$ cat config.mk
export PLATFORM = sky130hd
export DESIGN_NAME = sqclk_gen
export DESIGN_NICKNAME = d
export VERILOG_FILES = /design/src/rtl/sqclk_pkg.sv /design/src/rtl/sqclk_ctrl_reg.sv /design/src/rtl/sqclk_half_timer.sv /design/src/rtl/sqclk_settle.sv /design/src/rtl/sqclk_gen.sv
export SDC_FILE = /design/constraint.sdc
export NUM_CORES = 1
export LEC_CHECK = 0
export BUFFER_PORTS_ARGS = -buffer_cell sky130_fd_sc_hd__buf_2
export CORE_MARGIN = 1
export CORE_UTILIZATION = 40
export CTS_BUF_LIST = sky130_fd_sc_hd__clkbuf_8
export CTS_CLUSTER_DIAMETER = 200
export DETAILED_ROUTE_END_ITERATION = 10
export GPL_TIMING_DRIVEN = 0
export PLACE_DENSITY = 0.67
export SLEW_MARGIN = 20
export SYNTH_ARGS = -nofsm -noshare
export SYNTH_HDL_FRONTEND = slang
export SYNTH_SLANG_ARGS = --single-unit
$ cat constraint.sdc
create_clock -name clk -period 4.23 [get_ports clk]
set_input_delay 0.2115 -clock clk [delete_from_list [all_inputs] [get_ports clk]]
set_output_delay 0.2115 -clock clk [all_outputs]
set_load 0.05 [all_outputs]
$ cat src/rtl/sqclk_pkg.sv
package sqclk_pkg;
  localparam int CW_EN_BIT  = 0;
  localparam int CW_STB_BIT = 1;
  localparam int SETTLE_TOGGLES = 2;
endpackage

$ cat src/rtl/sqclk_ctrl_reg.sv
module sqclk_ctrl_reg #(
  parameter int REG_W   = 32,
  parameter int DIV_W   = 8,
  parameter int DIV_LSB = 8
) (
  input  logic             clk,
  input  logic             rst_n,
  input  logic             wr_en,
  input  logic [REG_W-1:0] wr_data,
  input  logic             stable,
  output logic             en,
  output logic [DIV_W-1:0] div,
  output logic             div_chg,
  output logic [REG_W-1:0] rd_data
);
  import sqclk_pkg::*;

  logic [DIV_W-1:0] wr_div;
  assign wr_div = wr_data[DIV_LSB +: DIV_W];

  always_ff @(posedge clk or negedge rst_n) begin
    if (!rst_n) begin
      en      <= 1'b0;
      div     <= '0;
      div_chg <= 1'b0;
    end else begin
      div_chg <= wr_en && (wr_div != div);
      if (wr_en) begin
        en  <= wr_data[CW_EN_BIT];
        div <= wr_div;
      end
    end
  end

  always_comb begin
    rd_data                   = '0;
    rd_data[CW_EN_BIT]        = en;
    rd_data[CW_STB_BIT]       = stable;
    rd_data[DIV_LSB +: DIV_W] = div;
  end

  // a divider change drops the flag on the following edge
  assert_chg_clears_R8: assert property (@(posedge clk) disable iff (!rst_n)
    div_chg |=> !stable);
  // enable follows the written bit
  assert_en_follows_R2: assert property (@(posedge clk) disable iff (!rst_n)
    wr_en |=> (en == $past(wr_data[CW_EN_BIT])));
endmodule

$ cat src/rtl/sqclk_half_timer.sv
module sqclk_half_timer #(
  parameter int DIV_W = 8
) (
  input  logic             clk,
  input  logic             rst_n,
  input  logic             en,
  input  logic [DIV_W-1:0] div,
  input  logic             div_chg,
  output logic             sclk,
  output logic             rise_tick,
  output logic             fall_tick,
  output logic             toggle,
  output logic             apply
);
  logic [DIV_W-1:0] cnt;
  logic [DIV_W-1:0] act_div;
  logic [DIV_W-1:0] eff;
  logic             pend;
  logic             wrap;

  assign eff    = (act_div == '0) ? DIV_W'(1) : act_div;
  assign wrap   = (cnt == eff - DIV_W'(1));
  assign toggle = en && wrap;
  assign apply  = toggle && (pend || div_chg);

  always_ff @(posedge clk or negedge rst_n) begin
    if (!rst_n) begin
      cnt       <= '0;
      act_div   <= '0;
      pend      <= 1'b0;
      sclk      <= 1'b0;
      rise_tick <= 1'b0;
      fall_tick <= 1'b0;
    end else if (!en) begin
      cnt       <= '0;
      act_div   <= div;
      pend      <= 1'b0;
      sclk      <= 1'b0;
      rise_tick <= 1'b0;
      fall_tick <= 1'b0;
    end else begin
      rise_tick <= 1'b0;
      fall_tick <= 1'b0;
      if (div_chg) pend <= 1'b1;
      if (wrap) begin
        cnt       <= '0;
        sclk      <= ~sclk;
        rise_tick <= ~sclk;
        fall_tick <= sclk;
        if (apply) begin
          act_div <= div;
          pend    <= 1'b0;
        end
      end else begin
        cnt <= cnt + DIV_W'(1);
      end
    end
  end

  assert_idle_low_R6: assert property (@(posedge clk) disable iff (!rst_n)
    !en |=> (!sclk && !rise_tick && !fall_tick));
  assert_rise_edge_R5: assert property (@(posedge clk) disable iff (!rst_n)
    rise_tick |-> (sclk && !$past(sclk)));
  assert_fall_edge_R5: assert property (@(posedge clk) disable iff (!rst_n)
    fall_tick |-> (!sclk && $past(sclk)));
  assert_tick_excl_R5: assert property (@(posedge clk) disable iff (!rst_n)
    !(rise_tick && fall_tick));
  assert_apply_at_edge_R9: assert property (@(posedge clk) disable iff (!rst_n)
    ($past(en) && en && (act_div != $past(act_div))) |-> (sclk != $past(sclk)));
endmodule

$ cat src/rtl/sqclk_settle.sv
module sqclk_settle #(
  parameter int CNT_W = 2
) (
  input  logic clk,
  input  logic rst_n,
  input  logic en,
  input  logic div_chg,
  input  logic apply,
  input  logic toggle,
  output logic stable
);
  import sqclk_pkg::*;

  logic [CNT_W-1:0] seen;

  always_ff @(posedge clk or negedge rst_n) begin
    if (!rst_n) begin
      seen   <= '0;
      stable <= 1'b0;
    end else if (!en || div_chg) begin
      seen   <= '0;
      stable <= 1'b0;
    end else if (apply) begin
      seen   <= '0;
      stable <= 1'b0;
    end else if (toggle && !stable) begin
      seen <= seen + CNT_W'(1);
      if (int'(seen) == SETTLE_TOGGLES - 1) stable <= 1'b1;
    end
  end

  assert_off_clear_R7: assert property (@(posedge clk) disable iff (!rst_n)
    !en |=> !stable);
  assert_sets_on_edge_R10: assert property (@(posedge clk) disable iff (!rst_n)
    $rose(stable) |-> $past(toggle));
endmodule

$ cat src/rtl/sqclk_gen.sv
module sqclk_gen #(
  parameter int REG_W   = 32,
  parameter int DIV_W   = 8,
  parameter int DIV_LSB = 8
) (
  input  logic             clk,
  input  logic             rst_n,
  input  logic             wr_en,
  input  logic [REG_W-1:0] wr_data,
  output logic [REG_W-1:0] rd_data,
  output logic             sclk,
  output logic             rise_tick,
  output logic             fall_tick
);
  logic             en;
  logic [DIV_W-1:0] div;
  logic             div_chg;
  logic             stable;
  logic             toggle;
  logic             apply;

  sqclk_ctrl_reg #(.REG_W(REG_W), .DIV_W(DIV_W), .DIV_LSB(DIV_LSB)) u_reg (
    .clk(clk), .rst_n(rst_n), .wr_en(wr_en), .wr_data(wr_data),
    .stable(stable), .en(en), .div(div), .div_chg(div_chg), .rd_data(rd_data)
  );

  sqclk_half_timer #(.DIV_W(DIV_W)) u_timer (
    .clk(clk), .rst_n(rst_n), .en(en), .div(div), .div_chg(div_chg),
    .sclk(sclk), .rise_tick(rise_tick), .fall_tick(fall_tick),
    .toggle(toggle), .apply(apply)
  );

  sqclk_settle #(.CNT_W(2)) u_settle (
    .clk(clk), .rst_n(rst_n), .en(en), .div_chg(div_chg),
    .apply(apply), .toggle(toggle), .stable(stable)
  );
endmodule

==> Yosys cells after proc, flatten, opt, wreduce, memory -nomap -nowiden <==
Cells that the tools add are included.
{ "op_classes": {"bitwise_logic": 1, "muxes": 23, "addsub": 3, "n_eq_ne": 5, "n_reduce_logical": 13} }
{ "op_table": {"columns": ["operator", "n"], "rows": [
  ["8-bit two-way mux", 6],
  ["1-bit two-way mux", 14],
  ["8-bit by 1-bit adder with 8-bit output (second input constant)", 1],
  ["8-bit == test", 1],
  ["8-bit zero test", 1],
  ["8-bit != test", 1],
  ["8-bit by 1-bit subtractor with 8-bit output (second input constant)", 1],
  ["2-bit two-way mux", 3],
  ["3-bit nonzero test", 2],
  ["1-bit logical AND", 4],
  ["2-bit AND reduction", 2],
  ["2-bit by 1-bit adder with 2-bit output (second input constant)", 1],
  ["2-bit == test (second input constant)", 1],
  ["1-bit zero test", 2],
  ["1-bit logical OR", 2],
  ["2-bit by 1-bit != test with 1-bit output (second input constant)", 1],
  ["2-bit != test (second input constant)", 1],
  ["1-bit inverter", 1]
]} }
{ "totals": {"ff_bits": 33, "word_cells": 56, "output_inout_bits": 35} }

==> Longest topological paths before layout <==
Gate-level depths: netlist of run 1.
{ "depth": {"depth_word": 9, "mapped_depth": 10} }

==> Cells and area by module <==
From an unflattened synthesis of run 1, not the netlist that was laid out.
{ "hier_totals": {"cells_unflattened": 236, "area_unflattened_um2": 2289.7} }
{ "by_module_without_submodules": {"columns": ["module", "n_inst", "area_each_um2", "seq_area_each_um2", "cells_each"], "rows": [
  ["sqclk_half_timer", 1, 1451.4, 500.5, 159],
  ["sqclk_ctrl_reg", 1, 690.7, 250.2, 64],
  ["sqclk_settle", 1, 147.6, 75.1, 13]
]} }

==> Worst setup path after synthesis of run 1 <==
Ideal clock, no wire load.
{ "synth_timing": {"kind": "flip-flop to flip-flop", "startpoint": "register u_timer.act_div[1]", "endpoint": "register u_timer.act_div[0]", "setup_slack_ps": 1488, "stages_incl_launch_ff": 9, "required_time_ps": 4105, "setup_ps": 125, "arrival_ps": 2617, "path_cell_list": "dfrtp_1 > nor4_4 > a21oi_1 > ha_1 > xnor2_1 > a311oi_1 > nand3_2 > o31ai_4 > mux2_2"} }
{ "synth_via": {"elab_chain_cells": 8} }
{ "synth_lines": {"columns": ["element", "line", "rtl"], "rows": [
  ["from (decl)", "sqclk_half_timer.sv:16", "logic [DIV_W-1:0] act_div;"],
  ["from (signal assigned)", "sqclk_half_timer.sv:36", "act_div <= div;"],
  ["from (signal assigned)", "sqclk_half_timer.sv:51", "act_div <= div;"],
  ["8-bit zero test", "sqclk_half_timer.sv:21", "assign eff = (act_div == '0) ? DIV_W'(1) : act_div;"],
  ["8-bit two-way mux *", "sqclk_half_timer.sv:21", null],
  ["8-bit by 1-bit subtractor with 8-bit output *", "sqclk_half_timer.sv:22", "assign wrap = (cnt == eff - DIV_W'(1));"],
  ["8-bit == test *", "sqclk_half_timer.sv:22", null],
  ["1-bit logical AND", "sqclk_half_timer.sv:23", "assign toggle = en && wrap;"],
  ["1-bit logical AND", "sqclk_half_timer.sv:24", "assign apply = toggle && (pend || div_chg);"],
  ["2-bit != test (no source line)", null, null],
  ["2-bit AND reduction (no source line) *", null, null]
]} }
Every way passes the cells marked *; elsewhere a longest branch is shown, timed or not.
A chain may end at the register's enable or synchronous reset.

==> Worst setup path in the final report of run 1 <==
{ "layout_timing": {"startpoint": "register u_timer.act_div[5]", "endpoint": "register u_timer.act_div[1]"} }
The elaborated chain is that of the path after synthesis.

==> results of run 1 <==
[area by class of cell]
cell class,instances,area (µm²)
fill,446,2190
multi-input combinational,134,940
sequential,33,826
buffer,26,189
timing repair buffer,25,130
clock buffer,5,68.8
tap,52,65.1
inverter,5,18.8
clock inverter,3,17.5
[worst min path at each step]
stage,from,end,slack (ns),cells past startpoint
final,wr_data[0],u_reg.en,0.13,3
after global routing,wr_data[0],u_reg.en,0.15,3
after CTS,wr_data[0],u_reg.en,0.12,3
after detailed placement,rst_n,u_reg.div[2],0.31,1
after global placement,rst_n,u_reg.div[2],0.31,1
after floorplan,rst_n,u_reg.div[0],-0.08,0
[power breakdown]
group | leakage, nW | internal [W] | switching (W)
sequential | 0.418 | 0.000343 | 0.0000407
clock | 0.0439 | 0.000113 | 0.000119
combinational | 0.607 | 0.0000898 | 0.000160
[cell families (layout without fill, tap and decap cells)]
logic type               Yosys count  count (layout)  synth area share [%]
adder cells (fa/ha/maj)            3               3                  1.98
other                              1              22                 0.198
AND/OR/NAND/NOR                   49              49                  15.1
multiplexers                      16              16                  9.51
flip-flops                        33              33                  43.6
buffers and inverters             31              64                  11.0
XOR/XNOR                          21              21                  9.71
AO/OA/AOI/OAI                     23              23                  8.92
[state kept, by name, indices dropped and copies added, names as in the netlist, 2 cells and up]
signal and count:
u_timer.cnt 8, u_settle.seen 2, u_timer.act_div 8, u_reg.div 8
[metrics by stage]
step	hold WS, ns	setup WS (ns)	power [W]	util [%]
after global placement	0.308	1.16	0.000633	48.6
final	0.131	1.08	0.000865	50.7
after global routing	0.148	0.846	0.000916	50.7
after detailed placement	0.312	1.12	0.000638	48.6
after floorplan	-0.0841	1.49	0.000586	-
after CTS	0.124	1.07	0.000874	50.7
[placed cells by master (no fill, tap or decap), types with 4 or more instances in the layout]
cell and instances:
nand2_1 4, buf_2 25, a21oi_1 5, conb_1 22, inv_1 5, dfrtp_1 33, xor2_1 15, xnor2_1 6
nor2_1 10, nand3_1 7, buf_4 24, clkbuf_8 5, nor3_1 6, and3_1 5, o21ai_0 4, mux2_2 16
nor4_1 4
[metal layers]
layer	vias up	track usage [%]	share of wire, %
li1	689	-	-
met1	610	18.8	46
met2	45	24.8	47
met3	6	4.42	5.4
met4	0	7.33	1.8
met5	-	0	0
[critical path: cells and delay by family, from the launching register on]
kind                     cells  cell delay [ns]
flip-flops                   1             0.45
AND/OR/NAND/NOR              2             0.62
AO/OA/AOI/OAI                3             1.13
XOR/XNOR                     1             0.13
multiplexers                 1             0.39
adder cells (fa/ha/maj)      1             0.32
==> metrics, run 1 <==
hpwl dp=2540 µm; actual slew at the worst max-slew pin=0.717 ns; Cell Chain, Critical Path=nor3_1 -> a21oi_1 -> ha_1 -> xnor2_1 -> a311oi_1 -> nand3_2 -> o31ai_4 -> mux2_2; Clock Path Buffers=2; total track usage=15.3%; Worst-Skew Late Latency=0.29 ns; vias=1350; Pre-antenna DRT Iters=6; Die Span Y=70.8 µm; drt drc=0; Syn-to-layout area delta=19.0%; Peak VDD IR=0.256 mV; CTS Buf Count=5; CTS Hold Bufs=1; clock skew=0.00496 ns; Hold WC Path Type=in -> reg; setup TNS=0 ns; Nets=268; reg2reg path depth=8; most common library cells after synthesis=dfrtp_1, buf_4, mux2_2, xor2_1, nor2_1; Critical Path RT=4.41 ns; RSZ-0062 raised after global routing=no; CP Capture Type=register; worst endpoint data arrival time=3.32 ns; Sink Count=33; critical path launch point type=register; dpl cells=274; leak pwr=1.07 nW; async set-reset flop share out of synthesis=100%; post-CTS sizing=0; CP peak stage delay=0.52 ns; pin count of the biggest net entering global routing=34; post-route ant nets=0; FF+latch count, synth=33; Tcrit/Tclk final=74.4%; initial drt markers=54; crit path max fanout=8; worst flop-to-flop path startpoint=u_timer.act_div[5]; synthesized cell area=1890 µm²; core footprint=4440 µm²; Tmin final=3.15 ns; Synth top area share=43.6%; max-slew violations=0; Post-synth EDFFs=0; first-pass GRT wire length=5820 µm; yosys synthesis warning count=0; Synth Area per Inst=10.7 µm²; Cell Count, Final, Fillers Out=283; Core Rows=24; top-count cell post-synth=dfrtp_1; initial antenna violation count=0; crit path kind=reg -> reg; cell taking the most area after synthesis=dfrtp_1; post-CTS setup buffer count=0; post-synthesis sequential area ratio=43.6%; Peak Freq=0.318 GHz; Yosys cell types=36; Setup crit end=u_timer.act_div[1]; fin area=2250 µm²; ratio of cells with drive above 1 in the final layout=33.3%; overflow left after global routing=0; IO Count=70; WL per Instance=12.1 µm; Max-slew headroom=52.2%; top_reg_cell synth=dfrtp_1; Critical Path Source=u_timer.act_div[5]; clock-pin transition on the worst setup and hold timing paths=0.07 ns; GPL Wtd Cong=0.909; Post-Syn Instances=177; r2r setup slk=1.08 ns; status=finished, final reports clean; DRT Wirelength=3410 µm; Die X=70.8 µm; synth top area cells=dfrtp_1, buf_4, mux2_2; vias per cell=4.77; number of port buffers=24; CP max stage cell=o31ai_4; TritonCTS clock tree=yes; H-tree depth=2; vias in the first global route=1242; Starting Density=42.6%; ANT cells=0; Clk Tree Root Cell=clkbuf_8; post-place instance area=2160 µm²; die footprint=5010 µm²; Max Cap Viol=0; worst flop-to-flop path endpoint=u_timer.act_div[1]; PwrDens=383 nW/µm²; setup violators final=0; final hold violations=0
(Power assumes the default switching activity.)
==> run 2: changes to the inputs <==
Clock period 4.23 ns to 3 ns, I/O delays scaled along.
==> run 2 against run 1 <==
Net effect: global-route usage up 0.27 points; die area unchanged; sequential power up 42%; combinational power up 49%; first-iteration DRC count down 11%; count of clock-buffer cells in the layout unchanged; clock skew up 0.00061 ns; setup slack worse by 0.89 ns; routed wire length up 1.1%; critical endpoint unchanged; total power up 43%; sequential share of layout area down 0.60 points.
==> metrics, run 2 (synthesis gave the netlist of run 1 again) <==
Clk Tree Root Cell=clkbuf_8 (unchanged); ANT cells=0 (unchanged); setup ws final=0.196 ns (was 1.08 ns); clock-pin transition on the worst setup and hold timing paths=0.07 ns (about the same); Core Rows=24 (unchanged); RSZ-0062 raised after global routing=no (unchanged); Max Cap Viol=0 (unchanged); setup violators final=0 (unchanged); Cell Chain, Critical Path=buf_2 -> nor4_4 -> a21oi_1 -> ha_1 -> nand2b_1 -> a21oi_1 -> a311o_1 -> nand4_4 -> o31ai_4 -> buf_12 -> mux2_2 (was nor3_1 -> a21oi_1 -> ha_1 -> xnor2_1 -> a311oi_1 -> nand3_2 -> o31ai_4 -> mux2_2); Tmin final=2.80 ns (was 3.15 ns); ratio of cells with drive above 1 in the final layout=34.9% (was 33.3%); Nets=269 (was 268); Starting Density=42.6% (unchanged); Tcrit/Tclk final=93.5% (was 74.4%); worst hold slack=0.0687 ns (was 0.131 ns); worst endpoint data arrival time=2.98 ns (was 3.32 ns); clock share of power=26.4% (was 26.8%); Switching Share=37.2% (was 36.9%); CP peak stage delay=0.36 ns (was 0.52 ns); pin count of the biggest net entering global routing=34 (unchanged); vias in the first global route=1260 (was 1242); top flop regs=u_reg.div x8, u_timer.act_div x8, u_timer.cnt x8 (unchanged); Combinational Power Share=29.8% (was 28.8%); post-place instance area=2160 µm² (unchanged); max-slew violations=0 (unchanged); Die Span Y=70.8 µm (unchanged); GPL Wtd Cong=0.909 (unchanged); setup TNS=0 ns (unchanged); crit path kind=reg -> reg (unchanged); critical path launch point type=register (unchanged); DRT Wirelength=3450 µm (was 3410 µm); sw power=0.000461 W (was 0.000319 W); initial antenna violation count=0 (unchanged); Peak Freq=0.357 GHz (was 0.318 GHz); IO Count=70 (unchanged); H-tree depth=2 (unchanged); crit path buf inv count=2 (was 0); Clock Path Buffers=2 (unchanged); core footprint=4440 µm² (unchanged); total track usage=15.6% (was 15.3%); first-pass GRT wire length=5940 µm (was 5820 µm); vias per cell=4.85 (was 4.77); CP Capture Type=register (unchanged); actual slew at the worst max-slew pin=0.714 ns (was 0.717 ns); Critical Path RT=3.17 ns (was 4.41 ns); PwrDens=540 nW/µm² (was 383 nW/µm²); Max-slew headroom=52.4% (was 52.2%); Sink Count=33 (unchanged); initial drt markers=48 (was 54); leak pwr=1.08 nW (was 1.07 nW); CP max stage cell=dfrtp_1 (was o31ai_4); PnR Total Power=0.00124 W (was 0.000865 W); post-route ant nets=0 (unchanged); die footprint=5010 µm² (unchanged); commonest non-fill, non-tap cells in the layout=dfrtp_1, buf_2, buf_4 (unchanged); delay-heaviest family, CP=compound AO/OA/AOI/OAI gates (unchanged); hpwl dp=2540 µm (unchanged); Crit path top cell by count=a21oi_1; drt drc=0 (unchanged); Syn-to-layout area delta=21.2% (was 19.0%); Pre-antenna DRT Iters=6 (unchanged); clock skew=0.00556 ns (was 0.00496 ns); vias=1377 (was 1350); overflow left after global routing=0 (unchanged); CTS Buf Count=5 (unchanged); Hold WC Path Type=in -> reg (unchanged); crit path max fanout=8 (unchanged); most common cell after layout, fill and taps aside=dfrtp_1 (unchanged); number of port buffers=24 (unchanged); Die X=70.8 µm (unchanged); Peak VDD IR=0.354 mV (was 0.256 mV); Internal=0.000779 W (was 0.000546 W); part of the power in registers=43.7% (was 44.3%); Worst-Skew Late Latency=0.29 ns (about the same); status=finished, final reports clean (unchanged); final hold violations=0 (unchanged); fin area=2300 µm² (was 2250 µm²); TritonCTS clock tree=yes (unchanged); post-place setup slack=-0.108 ns (was 1.12 ns); WL per Instance=12.1 µm (about the same)
## run 2: changes by cell type in the layout (fill, tap and decap cells not counted), sizes merged
cell  before  now
buf       49   50
## run 2: final cells by class
type                    count  area (µm²)
clock inverters             3        17.5
fillers                   439        2150
multi-input cells         134         960
well taps                  52        65.1
flip-flops and latches     33         827
inverters                   5        18.8
plain buffers              26         189
clock buffers               5        68.8
repair buffers             26         150
## run 2: metrics by stage
| stage | utilization, % | instances |
|---|---|---|
| after floorplan | - | 198 |
| after global placement | 48.6 | 274 |
| after detailed placement | 48.6 | 274 |
| after CTS | 51.3 | 284 |
| after global routing | 51.7 | 284 |
| final | 51.7 | 284 |
## run 2: path summary, 6_finish.rpt
check                              startpoint  depth (start not counted)  slack, ns            endpoint
setup / recovery           u_timer.act_div[3]                         11       0.20  u_timer.act_div[1]
hold / removal                     wr_data[0]                          3       0.07            u_reg.en
setup reg to reg           u_timer.act_div[3]                         11       0.20  u_timer.act_div[1]
hold reg to reg                  u_timer.sclk                          1       0.49   u_timer.rise_tick
max in group asynchronous               rst_n                          2       2.05  u_timer.act_div[2]
min in group asynchronous               rst_n                          2       0.46        u_reg.div[2]
## run 2: metal layers
layer	up-vias	GRT usage [%]	routed length, µm
met4	0	8.00	70
met2	51	24.8	1620
met5	-	0	0
met3	8	4.56	216
li1	695	-	-
met1	623	19.3	1550
## run 2: power by group through the flow
stage	Sequential (W)	Clock (W)	Combinational, W
floorplan	0.000574	0	0.000251
global placement	0.000547	0	0.000345
detailed placement	0.000549	0	0.000350
CTS	0.000541	0.000338	0.000363
global route	0.000551	0.000362	0.000401
finish	0.000542	0.000328	0.000370
## run 2: worst register-to-register path: stages (launching register included)
cell      delay, ns
dfrtp_1        0.36
buf_2          0.17
nor4_4         0.27
a21oi_1        0.14
ha_1           0.24
nand2b_1       0.16
a21oi_1        0.13
a311o_1        0.24
nand4_4        0.17
o31ai_4        0.33
buf_12         0.16
mux2_2         0.33
## run 2: what timing repair did
action,in CTS,in global routing
endpoints found under the hold margin,33,0
hold buffers,1,0
setup endpoints to repair,8,18
gates cloned,0,0
gates resized for setup,1,3
buffers inserted,1,0
pin swaps,1,1
